File: config.mk
export PLATFORM = sky130hd
export DESIGN_NAME = flash_cmd_decoder
export DESIGN_NICKNAME = d
export VERILOG_FILES = /design/src/rtl/flash_cmd_pkg.sv /design/src/rtl/flash_seq_tracker.sv /design/src/rtl/flash_mode_ctrl.sv /design/src/rtl/flash_rd_mux.sv /design/src/rtl/flash_cmd_decoder.sv
export SDC_FILE = /design/constraint.sdc
export NUM_CORES = 1
export LEC_CHECK = 0
export ABC_AREA = 0
export BUFFER_PORTS_ARGS = -buffer_cell sky130_fd_sc_hd__buf_2
export CAP_MARGIN = 5
export CORE_MARGIN = 1
export CORE_UTILIZATION = 35
export CTS_CLUSTER_DIAMETER = 150
export CTS_CLUSTER_SIZE = 25
export DETAILED_ROUTE_END_ITERATION = 6
export PLACE_DENSITY = 0.68
export SLEW_MARGIN = 20
export SYNTH_ARGS = -nofsm -noshare
export SYNTH_HDL_FRONTEND = slang
export SYNTH_SLANG_ARGS = --single-unit
File: constraint.sdc
create_clock -name clk -period 2.5 [get_ports clk]
set_input_delay 0.125 -clock clk [delete_from_list [all_inputs] [get_ports clk]]
set_output_delay 0.125 -clock clk [all_outputs]
set_load 0.02 [all_outputs]
File: src/rtl/flash_cmd_pkg.sv
// Shared codes and types of the flash command decoder.
// Assumes command addresses are matched on the low CMD_AW bits only.
package flash_cmd_pkg;

    localparam int CMD_AW = 14;

    localparam logic [CMD_AW-1:0] ADR_KEY_A = 14'h1554;
    localparam logic [CMD_AW-1:0] ADR_KEY_B = 14'h2AA8;
    localparam logic [CMD_AW-1:0] ADR_PSTAT = 14'h2A54;

    localparam logic [7:0] C_UNLOCK1 = 8'hAA;
    localparam logic [7:0] C_UNLOCK2 = 8'h55;
    localparam logic [7:0] C_ERASE   = 8'h80;
    localparam logic [7:0] C_ALL     = 8'h10;
    localparam logic [7:0] C_CONFIRM = 8'h30;
    localparam logic [7:0] C_PROGRAM = 8'hA0;
    localparam logic [7:0] C_SUSPEND = 8'hB0;
    localparam logic [7:0] C_RESET   = 8'hF0;
    localparam logic [7:0] C_PKEY1   = 8'h5A;
    localparam logic [7:0] C_PKEY2   = 8'hA5;
    localparam logic [7:0] C_PREAD   = 8'h90;

    typedef enum logic [3:0] {
        ST_IDLE, ST_UNL1, ST_UNL2, ST_ERA, ST_ERA_UNL1, ST_ERA_UNL2,
        ST_PRG, ST_PEN1, ST_PEN2
    } seq_step_t;

    typedef enum logic [2:0] {
        EV_NONE, EV_CHIP, EV_BLOCK, EV_PROG, EV_PROTRD, EV_RESET, EV_SUSP, EV_RESUME
    } cmd_ev_t;

    typedef enum logic [1:0] {M_ARRAY, M_ERASE, M_SUSP, M_PROT} op_mode_t;

    typedef enum logic [1:0] {RD_ARRAY = 2'd0, RD_STATUS = 2'd1, RD_PROT = 2'd2} rd_src_t;

endpackage

File: src/rtl/flash_seq_tracker.sv
// Tracks the position within multi-write command sequences and reports
// at most one decoded command per write. Assumes one write per cycle.
// While hold is high (erase running), only single-write codes decode and
// the step is kept at idle.
module flash_seq_tracker
    import flash_cmd_pkg::*;
#(
    parameter int ADDR_W = 16,
    parameter int DATA_W = 16
) (
    input  logic              clk,
    input  logic              rst_n,
    input  logic              wr_en,
    input  logic [ADDR_W-1:0] wr_addr,
    input  logic [DATA_W-1:0] wr_data,
    input  logic              hold,
    output cmd_ev_t           ev
);

    seq_step_t   step, step_nxt;
    logic [7:0]  code;
    logic        at_a, at_b, at_ps;

    assign code  = wr_data[7:0];
    assign at_a  = (wr_addr[CMD_AW-1:0] == ADR_KEY_A);
    assign at_b  = (wr_addr[CMD_AW-1:0] == ADR_KEY_B);
    assign at_ps = (wr_addr[CMD_AW-1:0] == ADR_PSTAT);

    // Next step and decoded command for the current write.
    always_comb begin
        step_nxt = step;
        ev       = EV_NONE;
        if (hold) begin
            step_nxt = ST_IDLE;
            if (wr_en && code == C_RESET)        ev = EV_RESET;
            else if (wr_en && code == C_SUSPEND) ev = EV_SUSP;
        end else if (wr_en) begin
            if (step == ST_PRG) begin
                ev       = EV_PROG;
                step_nxt = ST_IDLE;
            end else if (code == C_RESET) begin
                ev       = EV_RESET;
                step_nxt = ST_IDLE;
            end else begin
                step_nxt = ST_IDLE;
                case (step)
                    ST_IDLE: begin
                        if (at_a && code == C_UNLOCK1)      step_nxt = ST_UNL1;
                        else if (at_b && code == C_PKEY1)   step_nxt = ST_PEN1;
                        else if (code == C_SUSPEND)         ev = EV_SUSP;
                        else if (code == C_CONFIRM)         ev = EV_RESUME;
                    end
                    ST_UNL1:     if (at_b && code == C_UNLOCK2) step_nxt = ST_UNL2;
                    ST_UNL2: begin
                        if (at_a && code == C_ERASE)        step_nxt = ST_ERA;
                        else if (at_a && code == C_PROGRAM) step_nxt = ST_PRG;
                    end
                    ST_ERA:      if (at_a && code == C_UNLOCK1) step_nxt = ST_ERA_UNL1;
                    ST_ERA_UNL1: if (at_b && code == C_UNLOCK2) step_nxt = ST_ERA_UNL2;
                    ST_ERA_UNL2: begin
                        if (at_a && code == C_ALL)          ev = EV_CHIP;
                        else if (code == C_CONFIRM)         ev = EV_BLOCK;
                    end
                    ST_PEN1:     if (at_a && code == C_PKEY2) step_nxt = ST_PEN2;
                    ST_PEN2:     if (at_ps && code == C_PREAD) ev = EV_PROTRD;
                    default:     step_nxt = ST_IDLE;
                endcase
            end
        end
    end

    // Step register.
    always_ff @(posedge clk) begin
        if (!rst_n) step <= ST_IDLE;
        else        step <= step_nxt;
    end

    // While an erase runs no partial sequence survives.
    p_hold_clears_r5: assert property (@(posedge clk) disable iff (!rst_n)
        hold |=> (step == ST_IDLE));

endmodule

File: src/rtl/flash_mode_ctrl.sv
// Holds the operating mode and turns accepted commands into one-cycle
// pulses for the erase/program controller. Assumes the controller reports
// completion with a one-cycle erase_done while erasing.
module flash_mode_ctrl
    import flash_cmd_pkg::*;
#(
    parameter int ADDR_W = 16,
    parameter int DATA_W = 16,
    parameter int BLK_W  = 3
) (
    input  logic              clk,
    input  logic              rst_n,
    input  cmd_ev_t           ev,
    input  logic [ADDR_W-1:0] wr_addr,
    input  logic [DATA_W-1:0] wr_data,
    input  logic              erase_done,
    output op_mode_t          mode,
    output logic [BLK_W-1:0]  erase_blk,
    output logic              chip_erase_go,
    output logic              blk_erase_go,
    output logic              prog_go,
    output logic [ADDR_W-1:0] prog_addr,
    output logic [DATA_W-1:0] prog_data,
    output logic              susp_go,
    output logic              resume_go,
    output logic              abort_go,
    output logic              blk_invalid_go
);

    logic [BLK_W-1:0] wr_blk;
    logic             is_chip;

    assign wr_blk = wr_addr[ADDR_W-1 -: BLK_W];

    // Mode transitions and registered command pulses.
    always_ff @(posedge clk) begin
        if (!rst_n) begin
            mode           <= M_ARRAY;
            erase_blk      <= '0;
            is_chip        <= 1'b0;
            chip_erase_go  <= 1'b0;
            blk_erase_go   <= 1'b0;
            prog_go        <= 1'b0;
            prog_addr      <= '0;
            prog_data      <= '0;
            susp_go        <= 1'b0;
            resume_go      <= 1'b0;
            abort_go       <= 1'b0;
            blk_invalid_go <= 1'b0;
        end else begin
            chip_erase_go  <= 1'b0;
            blk_erase_go   <= 1'b0;
            prog_go        <= 1'b0;
            susp_go        <= 1'b0;
            resume_go      <= 1'b0;
            abort_go       <= 1'b0;
            blk_invalid_go <= 1'b0;
            case (mode)
                M_ARRAY: begin
                    if (ev == EV_CHIP) begin
                        chip_erase_go <= 1'b1;
                        is_chip       <= 1'b1;
                        mode          <= M_ERASE;
                    end else if (ev == EV_BLOCK) begin
                        blk_erase_go  <= 1'b1;
                        erase_blk     <= wr_blk;
                        is_chip       <= 1'b0;
                        mode          <= M_ERASE;
                    end else if (ev == EV_PROG) begin
                        prog_go       <= 1'b1;
                        prog_addr     <= wr_addr;
                        prog_data     <= wr_data;
                    end else if (ev == EV_PROTRD) begin
                        mode          <= M_PROT;
                    end
                end
                M_ERASE: begin
                    if (ev == EV_RESET) begin
                        abort_go <= 1'b1;
                        mode     <= M_ARRAY;
                    end else if (ev == EV_SUSP && !is_chip) begin
                        susp_go  <= 1'b1;
                        mode     <= M_SUSP;
                    end else if (erase_done) begin
                        mode     <= M_ARRAY;
                    end
                end
                M_SUSP: begin
                    if (ev == EV_RESUME) begin
                        resume_go <= 1'b1;
                        mode      <= M_ERASE;
                    end else if (ev == EV_PROG && wr_blk != erase_blk) begin
                        prog_go   <= 1'b1;
                        prog_addr <= wr_addr;
                        prog_data <= wr_data;
                    end else if (ev == EV_RESET) begin
                        abort_go       <= 1'b1;
                        blk_invalid_go <= 1'b1;
                        mode           <= M_ARRAY;
                    end
                end
                default: begin
                    if (ev == EV_RESET) mode <= M_ARRAY;
                end
            endcase
        end
    end

    p_one_cmd_r5: assert property (@(posedge clk) disable iff (!rst_n)
        $onehot0({chip_erase_go, blk_erase_go, prog_go, susp_go, resume_go, abort_go}));

    p_invalid_needs_abort_r8: assert property (@(posedge clk) disable iff (!rst_n)
        blk_invalid_go |-> (abort_go && $past(mode) == M_SUSP && mode == M_ARRAY));

    p_resume_from_susp_r6: assert property (@(posedge clk) disable iff (!rst_n)
        resume_go |-> ($past(mode) == M_SUSP));

    p_susp_only_block_r4: assert property (@(posedge clk) disable iff (!rst_n)
        susp_go |-> ($past(mode) == M_ERASE && !$past(is_chip)));

    p_prog_outside_r7: assert property (@(posedge clk) disable iff (!rst_n)
        (prog_go && $past(mode) == M_SUSP) |-> (prog_addr[ADDR_W-1 -: BLK_W] != erase_blk));

endmodule

File: src/rtl/flash_rd_mux.sv
// Chooses the read source from the mode and the read address.
// Assumes the caller decodes the two-bit source code.
module flash_rd_mux
    import flash_cmd_pkg::*;
#(
    parameter int ADDR_W = 16,
    parameter int BLK_W  = 3
) (
    input  op_mode_t          mode,
    input  logic [ADDR_W-1:0] rd_addr,
    input  logic [BLK_W-1:0]  erase_blk,
    output logic [1:0]        rd_sel
);

    rd_src_t src;

    // Map mode (and, while suspended, the read block) to a source.
    always_comb begin
        case (mode)
            M_ERASE: src = RD_STATUS;
            M_PROT:  src = RD_PROT;
            M_SUSP:  src = (rd_addr[ADDR_W-1 -: BLK_W] == erase_blk) ? RD_STATUS : RD_ARRAY;
            default: src = RD_ARRAY;
        endcase
    end

    assign rd_sel = src;

endmodule

File: src/rtl/flash_cmd_decoder.sv
// Top of the flash command interface: step tracker, mode controller and
// read selector. Assumes at most one bus write per cycle.
module flash_cmd_decoder
    import flash_cmd_pkg::*;
#(
    parameter int ADDR_W = 16,
    parameter int DATA_W = 16,
    parameter int BLK_W  = 3
) (
    input  logic              clk,
    input  logic              rst_n,
    input  logic              wr_en,
    input  logic [ADDR_W-1:0] wr_addr,
    input  logic [DATA_W-1:0] wr_data,
    input  logic              erase_done,
    input  logic [ADDR_W-1:0] rd_addr,
    output logic [1:0]        rd_sel,
    output logic              chip_erase_go,
    output logic              blk_erase_go,
    output logic [BLK_W-1:0]  erase_blk,
    output logic              prog_go,
    output logic [ADDR_W-1:0] prog_addr,
    output logic [DATA_W-1:0] prog_data,
    output logic              susp_go,
    output logic              resume_go,
    output logic              abort_go,
    output logic              blk_invalid_go
);

    cmd_ev_t  ev;
    op_mode_t mode;
    logic     hold;

    assign hold = (mode == M_ERASE);

    flash_seq_tracker #(.ADDR_W(ADDR_W), .DATA_W(DATA_W)) u_track (
        .clk(clk), .rst_n(rst_n), .wr_en(wr_en), .wr_addr(wr_addr),
        .wr_data(wr_data), .hold(hold), .ev(ev)
    );

    flash_mode_ctrl #(.ADDR_W(ADDR_W), .DATA_W(DATA_W), .BLK_W(BLK_W)) u_mode (
        .clk(clk), .rst_n(rst_n), .ev(ev), .wr_addr(wr_addr), .wr_data(wr_data),
        .erase_done(erase_done), .mode(mode), .erase_blk(erase_blk),
        .chip_erase_go(chip_erase_go), .blk_erase_go(blk_erase_go),
        .prog_go(prog_go), .prog_addr(prog_addr), .prog_data(prog_data),
        .susp_go(susp_go), .resume_go(resume_go), .abort_go(abort_go),
        .blk_invalid_go(blk_invalid_go)
    );

    flash_rd_mux #(.ADDR_W(ADDR_W), .BLK_W(BLK_W)) u_rd (
        .mode(mode), .rd_addr(rd_addr), .erase_blk(erase_blk), .rd_sel(rd_sel)
    );

    p_erase_reads_status_r10: assert property (@(posedge clk) disable iff (!rst_n)
        (chip_erase_go || blk_erase_go) |-> (rd_sel == 2'd1));

endmodule

After elaboration in Yosys (flattened, before gate mapping)

Index checks and enable logic that the tools add are counted.

Equality and inequality tests: 43
Multiplexer cells: 66
Bitwise logic cells: 4
Reductions and logical operators: 26

Operators by type and width:

| cell                                                                    | count |
|---|---|
| 16-bit 2-to-1 mux                                                       | 10 |
| 16-bit one-hot mux with 2 select lines                                  | 2 |
| 8-bit equality test, second input constant                              | 7 |
| 3-bit 2-to-1 mux                                                        | 16 |
| 14-bit equality test, second input constant                             | 2 |
| 2-bit 2-to-1 mux                                                        | 12 |
| 4-bit one-hot mux with 6 select lines                                   | 1 |
| 4-bit 2-to-1 mux                                                        | 5 |
| 4-bit by 3-bit equality test with 1-bit output, second input constant   | 4 |
| 8-bit by 7-bit equality test with 1-bit output, second input constant   | 2 |
| 1-bit 2-to-1 mux                                                        | 15 |
| 14-bit by 13-bit equality test with 1-bit output, second input constant | 1 |
| 3-bit equality test, second input constant                              | 4 |
| 1-bit logical AND                                                       | 12 |
| 2-bit one-hot mux with 3 select lines                                   | 2 |
| 3-bit one-hot mux with 3 select lines                                   | 1 |
| 4-bit by 2-bit equality test with 1-bit output, second input constant   | 2 |
| 8-bit by 5-bit equality test with 1-bit output, second input constant   | 1 |
| 8-bit by 6-bit equality test with 1-bit output, second input constant   | 1 |
| 4-bit by 2-bit inequality test with 1-bit output, second input constant | 2 |
| 3-bit by 2-bit equality test with 1-bit output, second input constant   | 2 |
| 2-bit inequality test, second input constant                            | 3 |
| 2-bit AND reduction                                                     | 3 |
| 6-bit AND reduction                                                     | 1 |
| 20 further kinds                                                        | 28 |

Register bits after elaboration: 49

Logic depth before layout (Yosys ltp)

Word-level depth: 16
Depth in mapped cells: 11
Depth with buffers taken out: 10

By module

From an unflattened synthesis, not the netlist that was laid out.

Cells, all modules: 329
Area total of the unflattened synthesis: 2,691.3 sq um

By module, submodules not included:

| module            | times used | cells an instance | area an instance (sq um) | seq. area each (sq um) |
|---|---|---|---|---|
| flash_mode_ctrl   | 1          | 227               | 1,946.9                  | 900.9 |
| flash_seq_tracker | 1          | 95                | 681.9                    | 80.1 |
| flash_rd_mux      | 1          | 6                 | 48.8                     | 0.0 |
| flash_cmd_decoder | 1          | 1                 | 13.8                     | 0.0 |

Worst setup path after synthesis

OpenSTA, ideal clock, no wires.

Path type: register to register
From: register u_mode.mode[1]
To: register u_mode.erase_blk[0]
Data arrival time: 2,214 ps
Data required time: 2,384 ps
Path slack: 170 ps
Stages on the path, launching flop included: 12
Buffers on the path: 1
Clock period less this slack: 2,330 ps
Cell sequence: dfxtp_1 > inv_1 > ha_1 > clkbuf_1 > nand2_1 > o21ai_0 > o311a_2 > nor2_2 > nand2_2 > nor3b_2 > mux2i_1 > nor2b_1

Word-level cells in the longest chain between the ends: 5

RTL lines:

| element                                        | RTL line                | source |
|---|---|---|
| start, declared                                | flash_mode_ctrl.sv:17   | `output op_mode_t mode,` |
| start signal, assigned                         | flash_mode_ctrl.sv:38   | `mode <= M_ARRAY;` |
| start signal, assigned                         | flash_mode_ctrl.sv:63   | `mode <= M_ERASE;` |
| start signal, assigned                         | flash_mode_ctrl.sv:68   | `mode <= M_ERASE;` |
| 2-bit by 1-bit equality test with 1-bit output | flash_cmd_decoder.sv:34 | `assign hold = (mode == M_ERASE);` |
| 3-bit 2-to-1 mux                               | flash_seq_tracker.sv:33 | `if (hold) begin` |
| 3-bit by 1-bit equality test with 1-bit output | flash_mode_ctrl.sv:60   | `if (ev == EV_CHIP) begin` |
| 1-bit NOT (no line)                            | n/a                     |  |
| 3-bit AND reduction (no line) (*)              | n/a                     |  |
| end signal, assigned                           | flash_mode_ctrl.sv:66   | `erase_blk <= wr_blk;` |
| end, declared                                  | flash_mode_ctrl.sv:18   | `output logic [BLK_W-1:0] erase_blk,` |

Every way passes the cells marked *; elsewhere a longest branch is shown, timed or not.
A chain may end at the register's enable or synchronous reset.

Final worst setup path

Same ends and word-level chain as after synthesis.

==> flow_metrics.tcl <==
set metrics [dict create \
    synth_top_flop_cell "dfxtp_1" \
    clock-skew-final_ps 10.4 \
    yosys.area.top_type "dfxtp_1" \
    fmax_mhz 433 \
    synthSimpleGateAreaFrac 0.325 \
    synth-edff-count 0 \
    clockBufferDepth 2 \
    pin_count 96 \
    grt_pass1_wl_mm 10.8 \
    synth.area.top_cells "dfxtp_1 (38%), nand2_1 (12%), a21boi_0 (9.4%)" \
    wl_per_cell_um 13.7 \
    slew_headroom 0.425 \
    ys_async_sr_fraction 0 \
    n_antenna_cell 0 \
    synth_fa_ha_area_frac 0.0195 \
    clkSlewWorstSetupHoldPaths_ps 90 \
    crit_family "simple AND/OR/NAND/NOR gates" \
    synthMuxAreaShare 0.0161 \
    avgSynthCellArea_um2 8.21 \
    layout_common_cells "buf_2 (82), nand2_1 (81), dfxtp_1 (47)" \
    multi_input_area_um2 1520 \
    final_util 0.462 \
    crit_fanout 5 \
    hold_class "in2reg" \
    synth_top_family_by_area "simple AND/OR/NAND/NOR gates" \
    area_delta_synth_final_pct 25.1 \
    synth_seq_cells 49 \
    peakVddDrop_mv 0.232 \
    register_area_um2 983 \
    max_cap_violations 0 \
    dieHeight_um 87.6 \
    die_x_um 87.6 \
    postSynthCellCount 312 \
    rsz0062_at_grt "yes" \
    setup_viol 0 \
    grtUsageTotal 0.178 \
    cts_hold_buf 0 \
    portBuffers 82 \
    nets 444 \
    crit_path_max_incr_delay_ps 360 \
    synth.net_count 368 \
    routed_wl_mm 6.62 \
    drt_iter0_drc 129 \
    synthesis.area_um2 2560 \
    synth_compound_area_frac 0.194 \
    antenna_found_initial 0 \
    tightestPinTransition_ps 841 \
    crit_path_end_kind "flip-flop" \
    drive_gt1_frac 0.294 \
    ys_seq_area_frac 0.383 \
    root_buffer "clkbuf_8" \
    vias_per_cell 5.19 \
    synth_cell_type_count 57 \
    leakagePower_nw 1.33 \
    worstPathRequired_ps 2700 \
    cts_inserted_buffers 5 \
    critPathKind "reg2reg" \
    p_per_area_nw_per_um2 497 \
    gr-total-overflow 0 \
    fin_crit_sh 0.925 \
    cp_data_arrival_time_ps 2520 \
    ant_nets 0 \
    initial_core_util 0.369 \
    slew_viol_final 0 \
    place_congestion 0.850 \
    fill_cells 720 \
    first_global_vias 2305 \
    dp_hpwl_mm 4.84 \
    final_common_cell "buf_2" \
    tritoncts "yes" \
    stdcell_count 484 \
    synth_xor_area_frac 0.0239 \
    final_hold_viol_count 0 \
    status "complete, no violations" \
    grt_max_degree 48 \
    dpl.cell_count 477 \
    cts_sinks 49 \
    crit_slowest_cell "o311a_2" \
    drc_errors 0 \
    cts-htree-levels 2 \
    firstDrtPassIters 4 \
    startpoint_type "flip-flop" \
    worstSkewPairLatency_ps 300 \
    rows 30 \
    vias 2514 \
    synthDominantCellAreaShare 0.383 \
    worst-path-buf-inv 1 \
    fin_crit_ps 2310 \
    die-area_um2 7670 \
    yosysWarnings 0 \
    crit_chain "inv_1, ha_1, nand2_1, o21ai_0, o311a_2, nor2_2, nand2_2, nor3b_4, mux2i_1, nor2b_1" \
    core-area_um2 6940 \
]
-- repair_timing --
action,4_1_cts,5_1_grt
buffers inserted,0,0
resized for setup,0,7
endpoints found under the setup margin,0,5
-- worst reg2reg max path: cells and delay by family (launching register included) --
family / cells / cell delay (ps)
adders and majority gates: 1 / 270
DFF: 1 / 330
AOI/OAI and AO/OA: 2 / 450
and+or+nand+nor: 5 / 880
buffers and inverters: 1 / 60
muxes: 1 / 230
-- state kept, by name (all words and copies together), names as in the netlist --
name                   flops
u_mode.blk_erase_go        1
u_mode.erase_blk           3
u_mode.abort_go            1
u_mode.susp_go             1
u_mode.blk_invalid_go      1
u_mode.is_chip             1
u_track.step               4
u_mode.resume_go           1
u_mode.prog_addr          16
u_mode.mode                2
u_mode.prog_go             1
u_mode.chip_erase_go       1
u_mode.prog_data          16
-- synthesized netlist by cell type, types with 2 or more instances --
cell type,instances
a21boi_0,32
a21oi_1,7
a22oi_1,2
and2_1,2
and3_1,5
and4_1,2
buf_2,6
clkbuf_1,14
dfxtp_1,49
ha_1,4
inv_1,4
mux2i_1,3
nand2_1,81
nand2b_1,2
nand3_1,7
nand3b_1,2
nand4_1,5
nor2_1,14
nor2_2,2
nor2b_1,6
nor3_1,2
nor3b_1,2
nor4_1,4
nor4b_1,4
nor4bb_1,6
o211a_1,2
o21ai_0,2
o21ai_1,2
o32ai_1,3
or3_1,4
xnor2_1,4
xor2_1,3
-- worst paths after layout --
kind	start	cells past startpoint	slack [ps]	endpoint
max reg2reg	u_mode.mode[1]	10	190	u_mode.erase_blk[0]
min reg2reg	u_mode.prog_data[9]	2	470	u_mode.prog_data[9]
min	wr_data[12]	3	60	u_mode.prog_data[12]
max	u_mode.mode[1]	10	190	u_mode.erase_blk[0]
-- metal layers --
layer  global-route usage  vias up  wire [um]
met4               0.0402        0         85
met5                    0        -          0
met2                0.287       89       2980
met1                0.236     1165       3160
met3               0.0518       10        394
li1                     -     1250          -
-- cells by family (layout without fill, tap and decap cells) --
family          count (synthesis)  after routing
xor+xnor                        7              7
mux                             4              4
fa+ha+maj                       4              4
flops                          49             49
compound gates                 65             65
buf+inv                        24            100
simple gates                  159            159
-- where the power goes --
part	switching (mW)	leakage, nW	internal [mW]
combinational	0.185	0.890	0.130
clock	0.263	0.0433	0.219
sequential	0.00718	0.396	0.789
total	0.456	1.33	1.14
-- final cells by class --
type	instances	area share
clock inverter	1	0.00234
timing repair buffer	89	0.148
multi-input combinational	239	0.475
clock buffer	6	0.0258
sequential	49	0.307
inverter	4	0.00468
tap	96	0.0375
-- stage by stage --
stage	worst slack, ps	TNS [ps]	hold WS, ps	total power [mW]	instance area [um2]
global placement	181	0	379	1.11	3080
global route	-7.14	-7.14	52.8	1.68	3210
finish	188	0	63.1	1.59	3210
floorplan	170	0	270	1.01	2560
CTS	113	0	57.6	1.59	3170
detailed placement	135	0	386	1.12	3080
Note: power is estimated with default switching activity, not from simulation.
